$ cat config.mk
export PLATFORM = sky130hd
export DESIGN_NAME = varlat_alu
export DESIGN_NICKNAME = d
export VERILOG_FILES = /design/src/rtl/varlat_alu_pkg.sv /design/src/rtl/alu_datapath.sv /design/src/rtl/cond_encode.sv /design/src/rtl/issue_sequencer.sv /design/src/rtl/varlat_alu.sv
export SDC_FILE = /design/constraint.sdc
export NUM_CORES = 1
export LEC_CHECK = 0
export ABC_AREA = 1
export BUFFER_PORTS_ARGS = -buffer_cell sky130_fd_sc_hd__buf_2
export CORE_MARGIN = 2
export CORE_UTILIZATION = 57
export CTS_BUF_LIST = sky130_fd_sc_hd__clkbuf_16
export CTS_CLUSTER_DIAMETER = 80
export CTS_CLUSTER_SIZE = 14
export DETAILED_ROUTE_END_ITERATION = 7
export GPL_TIMING_DRIVEN = 0
export PLACE_DENSITY_LB_ADDON = 0.08
export SLEW_MARGIN = 40
export SYNTH_ARGS = -nofsm -noshare
export SYNTH_HDL_FRONTEND = slang
export SYNTH_SLANG_ARGS = --single-unit
$ cat constraint.sdc
create_clock -name clk -period 8.5 [get_ports clk]
set_input_delay 1.7 -clock clk [delete_from_list [all_inputs] [get_ports clk]]
set_output_delay 1.7 -clock clk [all_outputs]
set_load 0.03 [all_outputs]
$ cat src/rtl/varlat_alu_pkg.sv
package varlat_alu_pkg;
  localparam int OPC_W = 3;
  localparam logic [OPC_W-1:0] OPC_ADD  = 3'd0;
  localparam logic [OPC_W-1:0] OPC_MUL  = 3'd1;
  localparam logic [OPC_W-1:0] OPC_SEXT = 3'd2;
  localparam logic [OPC_W-1:0] OPC_SHR  = 3'd3;
  localparam int CC_W = 3;
  localparam logic [CC_W-1:0] CC_POS  = 3'b100;
  localparam logic [CC_W-1:0] CC_NEG  = 3'b010;
  localparam logic [CC_W-1:0] CC_ZERO = 3'b001;

  // codes with bit 2 clear go through the latency counter
  function automatic logic is_timed(input logic [OPC_W-1:0] op);
    return ~op[OPC_W-1];
  endfunction
endpackage

$ cat src/rtl/alu_datapath.sv
module alu_datapath
  import varlat_alu_pkg::*;
#(
  parameter int W      = 16,
  parameter int BYTE_W = 8
) (
  input  logic [OPC_W-1:0] op,
  input  logic [W-1:0]     a,
  input  logic [W-1:0]     b,
  input  logic             inv_a,
  output logic [W-1:0]     res
);
  localparam int SH_W = $clog2(W);
  logic [W-1:0] a_eff;

  assign a_eff = inv_a ? ~a : a;

  always_comb begin
    unique case (op)
      OPC_ADD:  res = a_eff + b;
      OPC_MUL:  res = a_eff * b;
      OPC_SEXT: res = {{(W-BYTE_W){a_eff[BYTE_W-1]}}, a_eff[BYTE_W-1:0]};
      OPC_SHR:  res = a_eff >> b[SH_W-1:0];
      default:  res = a_eff - b;
    endcase
  end
endmodule

$ cat src/rtl/cond_encode.sv
module cond_encode
  import varlat_alu_pkg::*;
#(
  parameter int W = 16
) (
  input  logic [W-1:0]    res,
  input  logic            en,
  output logic [CC_W-1:0] cc,
  output logic            cc_ok
);
  always_comb begin
    if (!en)                cc = '0;
    else if (res == '0)     cc = CC_ZERO;
    else if (res[W-1])      cc = CC_NEG;
    else                    cc = CC_POS;
  end
  assign cc_ok = en;
endmodule

$ cat src/rtl/issue_sequencer.sv
module issue_sequencer
  import varlat_alu_pkg::*;
#(
  parameter int LAT_ADD  = 2,
  parameter int LAT_MUL  = 4,
  parameter int LAT_SEXT = 3,
  parameter int LAT_SHR  = 2
) (
  input  logic             clk,
  input  logic             rst_n,
  input  logic             in_valid,
  input  logic [OPC_W-1:0] in_op,
  input  logic             out_ready,
  output logic             in_ready,
  output logic             out_valid,
  output logic             live,
  output logic             capture
);
  localparam int N_TIMED = 4;
  localparam int LAT_MAX = (LAT_ADD > LAT_MUL ? LAT_ADD : LAT_MUL) > (LAT_SEXT > LAT_SHR ? LAT_SEXT : LAT_SHR)
                         ? (LAT_ADD > LAT_MUL ? LAT_ADD : LAT_MUL) : (LAT_SEXT > LAT_SHR ? LAT_SEXT : LAT_SHR);
  localparam int CNT_W = $clog2(LAT_MAX + 1);

  typedef enum logic [1:0] {S_IDLE, S_RUN, S_HOLD} seq_e;
  seq_e state;
  logic [CNT_W-1:0] cnt;
  logic [CNT_W-1:0] lat_tab [N_TIMED];
  logic             timed, take;

  generate
    for (genvar i = 0; i < N_TIMED; i++) begin : g_lat
      localparam int L = (i == 0) ? LAT_ADD : (i == 1) ? LAT_MUL : (i == 2) ? LAT_SEXT : LAT_SHR;
      assign lat_tab[i] = CNT_W'(L - 1);
    end
  endgenerate

  assign timed     = is_timed(in_op);
  assign live      = (state == S_IDLE);
  assign in_ready  = live;
  assign take      = in_valid && in_ready;
  assign out_valid = live ? (in_valid && !timed) : (state == S_HOLD);
  assign capture   = take && (timed || !out_ready);

  always_ff @(posedge clk) begin
    if (!rst_n) begin
      state <= S_IDLE;
      cnt   <= '0;
    end else begin
      unique case (state)
        S_IDLE: if (take) begin
          if (timed) begin
            state <= S_RUN;
            cnt   <= lat_tab[in_op[1:0]];
          end else if (!out_ready) begin
            state <= S_HOLD;
          end
        end
        S_RUN: begin
          if (cnt == '0) state <= S_HOLD;
          else           cnt   <= cnt - 1'b1;
        end
        S_HOLD: if (out_ready) state <= S_IDLE;
        default: state <= S_IDLE;
      endcase
    end
  end
endmodule

$ cat src/rtl/varlat_alu.sv
module varlat_alu
  import varlat_alu_pkg::*;
#(
  parameter int W        = 16,
  parameter int BYTE_W   = 8,
  parameter int LAT_ADD  = 2,
  parameter int LAT_MUL  = 4,
  parameter int LAT_SEXT = 3,
  parameter int LAT_SHR  = 2
) (
  input  logic             clk,
  input  logic             rst_n,
  input  logic             in_valid,
  output logic             in_ready,
  input  logic [OPC_W-1:0] in_op,
  input  logic [W-1:0]     in_a,
  input  logic [W-1:0]     in_b,
  input  logic             in_inv_a,
  input  logic             in_want_cond,
  output logic             out_valid,
  input  logic             out_ready,
  output logic [W-1:0]     result,
  output logic [CC_W-1:0]  cond,
  output logic             cond_ok
);
  logic [W-1:0]    res_c, res_q;
  logic [CC_W-1:0] cc_c, cc_q;
  logic            ok_c, ok_q;
  logic            live, capture;

  alu_datapath #(.W(W), .BYTE_W(BYTE_W)) u_dp (
    .op(in_op), .a(in_a), .b(in_b), .inv_a(in_inv_a), .res(res_c)
  );

  cond_encode #(.W(W)) u_cc (
    .res(res_c), .en(in_want_cond), .cc(cc_c), .cc_ok(ok_c)
  );

  issue_sequencer #(
    .LAT_ADD(LAT_ADD), .LAT_MUL(LAT_MUL), .LAT_SEXT(LAT_SEXT), .LAT_SHR(LAT_SHR)
  ) u_seq (
    .clk(clk), .rst_n(rst_n), .in_valid(in_valid), .in_op(in_op),
    .out_ready(out_ready), .in_ready(in_ready), .out_valid(out_valid),
    .live(live), .capture(capture)
  );

  always_ff @(posedge clk) begin
    if (!rst_n) begin
      res_q <= '0;
      cc_q  <= '0;
      ok_q  <= 1'b0;
    end else if (capture) begin
      res_q <= res_c;
      cc_q  <= cc_c;
      ok_q  <= ok_c;
    end
  end

  assign result  = live ? res_c : res_q;
  assign cond    = live ? cc_c  : cc_q;
  assign cond_ok = live ? ok_c  : ok_q;
endmodule

== Word level (Yosys, flattened, before mapping) ==
Index checks and enable logic that the tools add are counted.
Word-level totals
  input port bits: 41
  register bits: 25
  word-level logic and storage cells: 59
Cells by class
  shift operators: 1
  multipliers: 1
  multiplexer cells: 22
  $lt $le $gt $ge: 1
  reduce and logical (&&, ||, !) cells: 12
  bitwise logic cells: 3
  add/subtract/negate cells: 3
  eq/ne operators: 11
Operators by type and width (count)
  $pmux 16 s4: 1
  $mux 16: 2
  $mux 3: 9
  $add 16x16->16: 1
  $logic_not 16->1: 1
  $mul 16x16->16: 1
  $not 16->16: 1
  $shr 16x4->16: 1
  $sub 16x16->16: 1
  $mux 2: 5
  $reduce_and 4->1: 2
  $bmux 3 s2: 1
  $eq 3x2->1 const B: 2
  $logic_not 3->1: 2
  $ne 2x2->1 const B: 3
  $pmux 2 s3: 1
  $pmux 3 s2: 1
  $ne 2x1->1 const B: 2
  $eq 3x1->1 const B: 1
  $ge 3x3->1 const B: 1
  $logic_and 1x1->1: 3
  $ne 3x3->1 const B: 1
  $not 2->3: 1
  $sub 3x1->3 const B: 1
  other kinds (8): 9

== Logic depth before layout (Yosys ltp) ==
Gate-level depths: netlist of run 1.
  word-level depth: 8
  gate-level depth with buffers: 37
  gate-level depth less buffers: 34

== By module ==
A second synthesis of run 1 with hierarchy kept.
Unflattened totals
  cells, all modules: 1242
  area, all modules: 7868.8 um2
Modules (own cells, without submodules)
  alu_datapath: cells an instance 996, times used 1, sequential area each 0.0 um2, area an instance 6378.6 um2
  varlat_alu: cells an instance 170, times used 1, sequential area each 400.4 um2, area an instance 1031.0 um2
  issue_sequencer: cells an instance 54, times used 1, sequential area each 100.1 um2, area an instance 361.6 um2
  cond_encode: cells an instance 22, times used 1, sequential area each 0.0 um2, area an instance 97.6 um2

== Least setup slack after synthesis of run 1 ==
Ideal clock, no wire load.
  path kind: input -> output
  start point: in in_b[1]
  end point: out cond[0]
  path slack: -0.698 ns
  data arrival time: 7.498 ns
  buffers on the path: 2
  cell stages on the path: 28
  cells stage by stage: inv_1 > clkbuf_1 > clkbuf_1 > nor2_1 > fa_1 > inv_1 > fa_1 > fa_1 > fa_1 > inv_1 > fa_1 > inv_1 > fa_1 > inv_1 > ha_1 > nand2_1 > nor2_1 > nand3_1 > nand3_1 > nand2_1 > nand2_1 > a21oi_1 > or2_2 > nand2_1 > nand2_1 > nor2_1 > nand3_1 > o21ai_1
On the way
  cells in the longest elaborated chain, start to end: 6
Ends and longest elaborated chain
  start, declared: RTL line varlat_alu.sv:17  | input logic [W-1:0] in_b,
  $mul 16x16->16, or another cell as far along: RTL line alu_datapath.sv:21  | OPC_MUL: res = a_eff * b;
  $pmux 16 s4 *: RTL line alu_datapath.sv:19  | unique case (op)
  $logic_not 16->1 *: RTL line cond_encode.sv:13  | else if (res == '0) cc = CC_ZERO;
  $mux 3 *: RTL line cond_encode.sv:13
  $mux 3 *: RTL line cond_encode.sv:12  | if (!en) cc = '0;
  $mux 3 *: RTL line varlat_alu.sv:60  | assign cond = live ? cc_c : cc_q;
  end, declared: RTL line varlat_alu.sv:23  | output logic [CC_W-1:0] cond,
Every way passes the cells marked *; elsewhere a longest branch is shown, timed or not.

== Final worst setup path of run 1 ==
  start point: in in_inv_a
  end point: out cond[0]
On the way
  cells in the longest elaborated chain, start to end: 7
Ends and longest elaborated chain
  start, declared: RTL line varlat_alu.sv:18  | input logic in_inv_a,
  $mux 16 *: RTL line alu_datapath.sv:16  | assign a_eff = inv_a ? ~a : a;
  $mul 16x16->16, or another cell as far along: RTL line alu_datapath.sv:21
  $pmux 16 s4 *: RTL line alu_datapath.sv:19
  $logic_not 16->1 *: RTL line cond_encode.sv:13
  $mux 3 *: RTL line cond_encode.sv:13
  $mux 3 *: RTL line cond_encode.sv:12
  $mux 3 *: RTL line varlat_alu.sv:60
Marks and branches as above.

==> results of run 1 <==
-- through the flow --
step	setup slack, ns	TNS [ns]	util	instance area, µm²
6_report	-0.6783	-3.384	0.7017	9703
5_1_grt	-0.8993	-5.985	0.7017	9703
2_1_floorplan	-0.06676	-0.1790	-	8217
3_3_place_gp	-1.236	-8.032	0.6304	8717
3_5_place_dp	-1.283	-8.534	0.6304	8717
4_1_cts	-0.6576	-3.384	0.6831	9445
-- sequential cells by signal (all words and copies together) (netlist names) --
| register | cells |
|---|---|
| ok_q | 1 |
| cc_q | 3 |
| res_q | 16 |
| u_seq.state | 2 |
| u_seq.cnt | 3 |
-- cells by family (layout without fill, tap and decap cells) --
kind of cell,count (synthesis),count (layout),synth area share
and+or+nand+nor,635,635,0.3395
xor gates and xnor gates,26,26,0.02823
DFF,25,25,0.06204
adders and majority gates,152,152,0.3112
buffers and inverters,310,403,0.1519
AOI/OAI and AO/OA,156,156,0.1072
-- power by group --
group	internal [W]	switching [W]	total, W
registers	0.000132	0.00000607	0.000138
clock network	0.0000639	0.0000436	0.000108
logic	0.00121	0.00191	0.00312
-- routing by layer --
| layer | part of all wire | global-route usage | vias up | wire length (µm) |
|---|---|---|---|---|
| li1 | - | - | 4222 | - |
| met4 | 0.037 | 0.1207 | 0 | 1017 |
| met2 | 0.45 | 0.5963 | 439 | 12570 |
| met1 | 0.41 | 0.4860 | 4200 | 11280 |
| met5 | 0 | 0 | - | 0 |
| met3 | 0.11 | 0.08902 | 80 | 2934 |
-- path summary, 6_finish.rpt --
kind             end  slack (ns)  cells after the start
min             ok_q        0.45                      2
max reg2reg  cc_q[2]        6.58                      6
min reg2reg     ok_q        0.45                      2
max          cond[0]       -0.68                     33
-- cell type report --
cell class                      count  area (µm²)
Clock inverter                      1       7.507
Inverter                          275        1085
Sequential cell                    25       500.5
Buffer                             32       254.0
Timing Repair inverter              1       8.758
Clock buffer                        3       75.07
Fill cell                        1241        4124
Timing Repair Buffer               91       691.9
Multi-Input combinational cell    969        6855
Tap cell                          180       225.2
-- layout by cell type (no fill, tap or decap), types with 25 or more instances in the layout --
master	count
buf_4	34
o21ai_0	47
buf_2	48
inv_1	249
a21oi_1	49
nand2_1	317
ha_1	63
fa_1	73
nor2_1	117
nand2_2	28
nand3_1	95
dfxtp_1	25
-- worst max-delay path: cells and delay by family --
| family | cells | cell delay, ns |
|---|---|---|
| adders and majority gates | 7 | 3.18 |
| and+or+nand+nor | 13 | 1.33 |
| buffers and inverters | 10 | 0.98 |
| AOI/OAI and AO/OA | 3 | 0.29 |
-- timing repair --
item                                    in CTS  in global routing
cloned                                       3                  0
setup buffers                               29                  6
hold buffers                                 0                  0
endpoints found under the setup margin      11                 12
pin swaps                                   45                 37
resized for setup                          108                 58
==> results.json, run 1 <==
{
  "run_status": "finished, violations left",
  "violations": "setup timing",
  "h-tree-depth": 1,
  "synth_area_um2": 8066,
  "firstDrtPassIters": 5,
  "ant_nets": 0,
  "grt_pass1_vias": 8280,
  "start_kind": "input port",
  "r2r-start": "u_seq.state[1]",
  "yosysWarnings": 0,
  "tightest_slew_ns": 0.6433,
  "portBuffers": 55,
  "yosys-top-cells-area": "fa_1 20%, nand2_1 16%, inv_1 12%, ha_1 11%, nand3_1 6.3%",
  "drv_slew": 0,
  "rsz0062_at_grt": "yes",
  "slowest_stage": "fa_2",
  "hpwl_um": 21440,
  "netlist_top_cells_count": "343 x nand2_1, 261 x inv_1, 126 x nor2_1",
  "fp.dieH_um": 123.0,
  "placementRows": 43,
  "drc_errors": 0,
  "numCtsBuffers": 3,
  "track_usage": 0.3696,
  "cp_slowest_stage_delay_ns": 0.59,
  "cp.arrival_ns": 7.48,
  "finalSetupViolations": 7,
  "p_per_area_nw_per_um2": 346.5,
  "post_synth.cell_area_avg_um2": 6.186,
  "wirelength_um": 27800,
  "maxSlewHeadroom": 0.5711,
  "tritoncts": "built",
  "async_flop_share": 0,
  "insertion_delay_ns": 0.26,
  "whs_ns": 0.4495,
  "ir_drop_v": 0.0003476,
  "hp-start": "ok_q",
  "wl_per_cell_um": 17.63,
  "clk_pin_slew_ns": 0.07,
  "fp.dieW_um": 123.0,
  "cap_viol_max_count": 0,
  "ys_seq_area_frac": 0.06204,
  "viasPerCell": 5.670,
  "finalCritPeriodShare": 1.080,
  "grt_pass1_wl_um": 42770,
  "yosysTopAreaCell": "fa_1",
  "drive_gt1_frac": 0.1868,
  "gp_congestion": 1.017,
  "drt_iter0_markers": 791,
  "antenna_found_initial": 0,
  "grt_max_degree": 20,
  "fmax_mhz": 109.0,
  "fin_crit_ns": 9.178,
  "hp-class": "register to register",
  "syn2layout_area_growth_pct": 20.29,
  "required_ns": 6.80,
  "p_total_w": 0.003362,
  "hold_viol_final": 0,
  "path_class": "input port to output port",
  "fin_worst_skew_ns": 0.002047,
  "insertedDiodeCount": 0,
  "clk_path_buf_depth": 2,
  "ys.flop_type": "dfxtp_1",
  "fin_cells": 1577,
  "synth_cells": 1304,
  "cp-end-kind": "output port",
  "synth_edf_count": 0,
  "syn_nets": 1497,
  "start_util": 0.5834,
  "vias": 8941,
  "total_leakage_power_nw": 5.292,
  "clock-sinks": 25,
  "dp_cells": 1539,
  "worst_slack_ns": -0.6783,
  "path_common_cell": "fa_1",
  "ys_ff_latch": 25,
  "yosysMostFrequentCell": "nand2_1",
  "clockRootBuffer": "clkbuf_16",
  "fin_nets": 1591,
  "netlist.area_leader.share": 0.2010,
  "die_area_um2": 15120,
  "cp_max_fo": 5,
  "gr-total-overflow": 0,
  "io_pins": 63,
  "core_area_um2": 13830,
  "synth.distinct_cells": 47,
  "crit_start": "in_inv_a"
}
No activity file was read; power rests on OpenSTA's default activity.
==> inputs of run 2 (changes only) <==
CELL_PAD_IN_SITES_DETAIL_PLACEMENT = 1   (was unset)
CELL_PAD_IN_SITES_GLOBAL_PLACEMENT = 2   (was unset)
CORE_UTILIZATION = 31   (was 57)
CTS_CLUSTER_SIZE = 12   (was 14)
==> results.json, run 2 (synthesis gave the netlist of run 1 again) <==
{
  "final_cell_mix": "304 x nand2_1, 240 x inv_1, 113 x nor2_1",
  "grt_pass1_vias": 8961,
  "h-tree-depth": 1,
  "clk_path_buf_depth": 2,
  "fin_area_um2": 10360,
  "clockRootBuffer": "clkbuf_16",
  "portBuffers": 55,
  "hp-class": "register to register",
  "fp.dieH_um": 165.3,
  "placementRows": 59,
  "tns_ns": -3.382,
  "clk_pin_slew_ns": 0.07,
  "ff2ff_setup_slack_ns": 6.57,
  "antenna_found_initial": 0,
  "reg_top3": "res_q (16), cc_q (3), u_seq.cnt (3)",
  "fin_nets": 1623,
  "wl_met1_um": 16070,
  "utilization": 0.4012,
  "track_usage": 0.2503,
  "hpwl_um": 26820,
  "p_per_area_nw_per_um2": 341.5,
  "dp_slack_ns": -1.519,
  "tritoncts": "built",
  "cp_slowest_stage_delay_ns": 0.55,
  "top_layer_used": "met4",
  "vias": 8803,
  "gr-total-overflow": 0,
  "largest_reg_flops": 16,
  "grt_pass1_wl_um": 51420,
  "r2r_cells": 6,
  "firstDrtPassIters": 5,
  "maxSlewHeadroom": 0.4936,
  "worst_slack_ns": -0.6241,
  "clock-sinks": 25,
  "drt_iter0_markers": 437,
  "r2r-start": "u_seq.state[1]",
  "final_common_cell": "nand2_1",
  "drive_gt1_frac": 0.2323,
  "io_pins": 63,
  "max_flop_register": "res_q",
  "finalCritPeriodShare": 1.073,
  "drc_errors": 0,
  "slowest_stage": "fa_2",
  "core_area_um2": 25840,
  "cap_viol_max_count": 0,
  "die_area_um2": 27330,
  "finalSetupViolations": 7,
  "endpoint": "cond[2]",
  "total_leakage_power_nw": 5.477,
  "viasPerCell": 4.990,
  "cp.arrival_ns": 7.42,
  "fin_worst_skew_ns": 0.003331,
  "ir_drop_v": 0.0006519,
  "fp.dieW_um": 165.3,
  "fin_crit_ns": 9.124,
  "wirelength_um": 33940,
  "path_class": "input port to output port",
  "hold_viol_final": 0,
  "dr_wl_met2_um": 16210,
  "routed-wl-met3_um": 1207,
  "numCtsBuffers": 3,
  "insertion_delay_ns": 0.26,
  "placed_cell_area_um2": 8911,
  "syn2layout_area_growth_pct": 28.49,
  "gp_congestion": 0.8919,
  "run_status": "finished, violations left",
  "fillers": 3411,
  "reg2reg_to": "res_q[8]",
  "grt_max_degree": 20,
  "drv_slew": 0,
  "start_util": 0.3122,
  "fmax_mhz": 109.6,
  "required_ns": 6.80,
  "rsz0062_at_grt": "yes",
  "cp_max_fo": 8,
  "start_kind": "input port",
  "crit_start": "in_inv_a",
  "ant_nets": 0,
  "insertedDiodeCount": 0,
  "tightest_slew_ns": 0.7568,
  "cp-end-kind": "output port",
  "holdBufCountCts": 0,
  "violations": "setup timing",
  "wl_per_cell_um": 19.24
}
==> run 2: layout make-up <==
type	instances	area [µm²]	area share
inverters	275	1101	0.1062
plain buffers	31	271.5	0.02620
clock buffers	3	75.07	0.007243
repair buffers	125	925.9	0.08933
clock inverters	1	5.005	0.0004829
well taps	335	419.2	0.04044
multi-input cells	969	7067	0.6818
flip-flops and latches	25	500.5	0.04829
==> run 2: critical path: cells and delay by family <==
| family | cells | cell delay, ns |
|---|---|---|
| compound gates | 5 | 0.88 |
| simple gates | 9 | 0.82 |
| buf+inv | 10 | 0.88 |
| fa+ha+maj | 7 | 3.09 |
==> run 2: worst min path at each step <==
stage	from	endpoint	slack [ns]	cells after the start
after floorplan	ok_q	ok_q	0.42	2
after global placement	ok_q	ok_q	0.44	2
after detailed placement	ok_q	ok_q	0.45	2
after CTS	ok_q	ok_q	0.46	2
after global routing	ok_q	ok_q	0.48	2
final	ok_q	ok_q	0.45	2
==> run 2: power breakdown <==
group          leakage, nW  total, W  internal [W]  switching [W]
Combinational         5.23   0.00330       0.00130        0.00200
Sequential           0.206  0.000138      0.000132     0.00000615
Clock               0.0409  0.000106     0.0000634      0.0000425
==> run 2: what timing repair did <==
action                     4_1_cts  5_1_grt
setup endpoints to repair       12       12
gates resized for setup        135      113
buffers inserted                41       29
pin swaps                       50       74
==> run 2: routing by layer <==
layer | vias up | global-route usage
li1 | 4277 | -
met2 | 140 | 0.4352
met1 | 4361 | 0.3461
met3 | 25 | 0.02298
met5 | - | 0
met4 | 0 | 0.03174
==> run 2: through the flow <==
stage	total power (W)	std cells	hold WS, ns
5_1_grt	0.003944	1764	0.4843
2_1_floorplan	0.001860	1304	0.4239
3_5_place_dp	0.002623	1694	0.4534
4_1_cts	0.003241	1736	0.4627
3_3_place_gp	0.002601	1694	0.4390
6_report	0.003539	1764	0.4513
==> inputs of run 3 (changes only) <==
==> constraint.sdc (replaced) <==
create_clock -name clk -period 8.5 [get_ports clk]
set_input_delay 0.425 -clock clk [delete_from_list [all_inputs] [get_ports clk]]
set_output_delay 0.425 -clock clk [all_outputs]
set_load 0.03 [all_outputs]
==> results.json, run 3 (synthesis gave the netlist of run 1 again) <==
{
  "final_cell_mix": "343 x nand2_1, 262 x inv_1, 126 x nor2_1",
  "viasPerCell": 4.939,
  "final_common_cell": "nand2_1",
  "maxSlewHeadroom": 0.4902,
  "finalSetupViolations": 0,
  "clockRootBuffer": "clkbuf_16",
  "antenna_found_initial": 0,
  "largest_reg_flops": 16,
  "wl_per_cell_um": 18.90,
  "grt_max_degree": 14,
  "grt_pass1_vias": 8802,
  "fin_crit_ns": 7.799,
  "drive_gt1_frac": 0.08877,
  "io_pins": 63,
  "fillers": 3476,
  "reg_top3": "res_q (16), cc_q (3), u_seq.cnt (3)",
  "hp-class": "input port to register",
  "gr-total-overflow": 0,
  "syn2layout_area_growth_pct": 9.601,
  "run_status": "finished, final reports clean",
  "ant_nets": 0,
  "numCtsBuffers": 3,
  "vias": 8386,
  "fin_worst_skew_ns": 0.004344,
  "finalCritPeriodShare": 0.9176,
  "die_area_um2": 27330,
  "cap_viol_max_count": 0,
  "hold_viol_final": 0,
  "fmax_mhz": 128.2,
  "cp_max_fo": 10,
  "start_util": 0.3122,
  "p_total_w": 0.002527,
  "insertion_delay_ns": 0.27,
  "insertedDiodeCount": 0,
  "drc_errors": 0,
  "fp.dieW_um": 165.3,
  "cp_slowest_stage_delay_ns": 0.56,
  "clk_pin_slew_ns": 0.06,
  "path_class": "input port to output port",
  "grt_pass1_wl_um": 50060,
  "required_ns": 8.08,
  "tightest_slew_ns": 0.7619,
  "clk_path_buf_depth": 2,
  "drv_slew": 0,
  "start_kind": "input port",
  "post-cts-setup-buffers": 0,
  "max_flop_register": "res_q",
  "cp-end-kind": "output port",
  "firstDrtPassIters": 5,
  "p_per_area_nw_per_um2": 285.8,
  "gp_congestion": 0.9129,
  "tns_ns": 0,
  "tritoncts": "built",
  "h-tree-depth": 1,
  "placementRows": 59,
  "ir_drop_v": 0.0003361,
  "fin_nets": 1557,
  "fp.dieH_um": 165.3,
  "core_area_um2": 25840,
  "track_usage": 0.2442,
  "slowest_stage": "fa_1",
  "wirelength_um": 32100,
  "clock-sinks": 25,
  "rsz0062_at_grt": "no",
  "total_leakage_power_nw": 4.942,
  "drt_iter0_markers": 448,
  "cts_resized": 0,
  "portBuffers": 55,
  "cp.arrival_ns": 7.37,
  "holdBufCountCts": 0,
  "hpwl_um": 26890
}
==> run 3: area by class of cell <==
type | instances | area [µm²] | area share
Multi-Input combinational cell | 969 | 6341 | 0.7172
Inverter | 275 | 1040 | 0.1176
Sequential cell | 25 | 500.5 | 0.05661
Tap cell | 335 | 419.2 | 0.04741
Timing Repair Buffer | 55 | 275.3 | 0.03114
Buffer | 35 | 186.4 | 0.02109
Clock buffer | 3 | 75.07 | 0.008491
Clock inverter | 1 | 3.754 | 0.0004246
==> run 3: metal layers <==
| metal | share of wire | global-route usage | vias up |
|---|---|---|---|
| met5 | 0 | 0 | - |
| met4 | 0.019 | 0.04114 | 0 |
| met3 | 0.020 | 0.01474 | 31 |
| met2 | 0.47 | 0.4212 | 101 |
| met1 | 0.49 | 0.3412 | 4115 |
| li1 | - | - | 4139 |
==> run 3: path summary, 6_finish.rpt <==
| path | endpoint | slack, ns | cells after the start | start |
|---|---|---|---|---|
| setup / recovery | cond[0] | 0.70 | 29 | in_b[1] |
| hold / removal | u_seq.state[1] | 0.46 | 3 | out_ready |
| setup reg to reg | res_q[10] | 6.63 | 6 | u_seq.state[1] |
| hold reg to reg | ok_q | 0.46 | 2 | ok_q |
==> run 3: worst max-delay path, delay by kind of cell <==
family / cells / cell delay, ns
buffers and inverters: 10 / 1.63
and+or+nand+nor: 8 / 1.08
adders and majority gates: 7 / 3.31
AOI/OAI and AO/OA: 4 / 0.92
==> run 3: per-stage QoR <==
step / utilization / instances / area [µm²] / setup slack [ns] / hold slack, ns
after floorplan: - / 1304 / 8066 / 1.852 / 0.4239
after global placement: 0.3391 / 1694 / 8761 / 0.3808 / 0.4420
after detailed placement: 0.3391 / 1694 / 8761 / 0.3560 / 0.4565
after CTS: 0.3421 / 1698 / 8840 / 0.3492 / 0.4435
after global routing: 0.3422 / 1698 / 8841 / 0.1730 / 0.4664
final: 0.3422 / 1698 / 8841 / 0.7005 / 0.4595
==> run 3: power by group <==
part / switching [W] / total, W / internal (W)
Combinational: 0.00151 / 0.00228 / 0.000775
Clock: 0.0000446 / 0.000108 / 0.0000631
Sequential: 0.00000617 / 0.000138 / 0.000132
Total: 0.00156 / 0.00253 / 0.000970
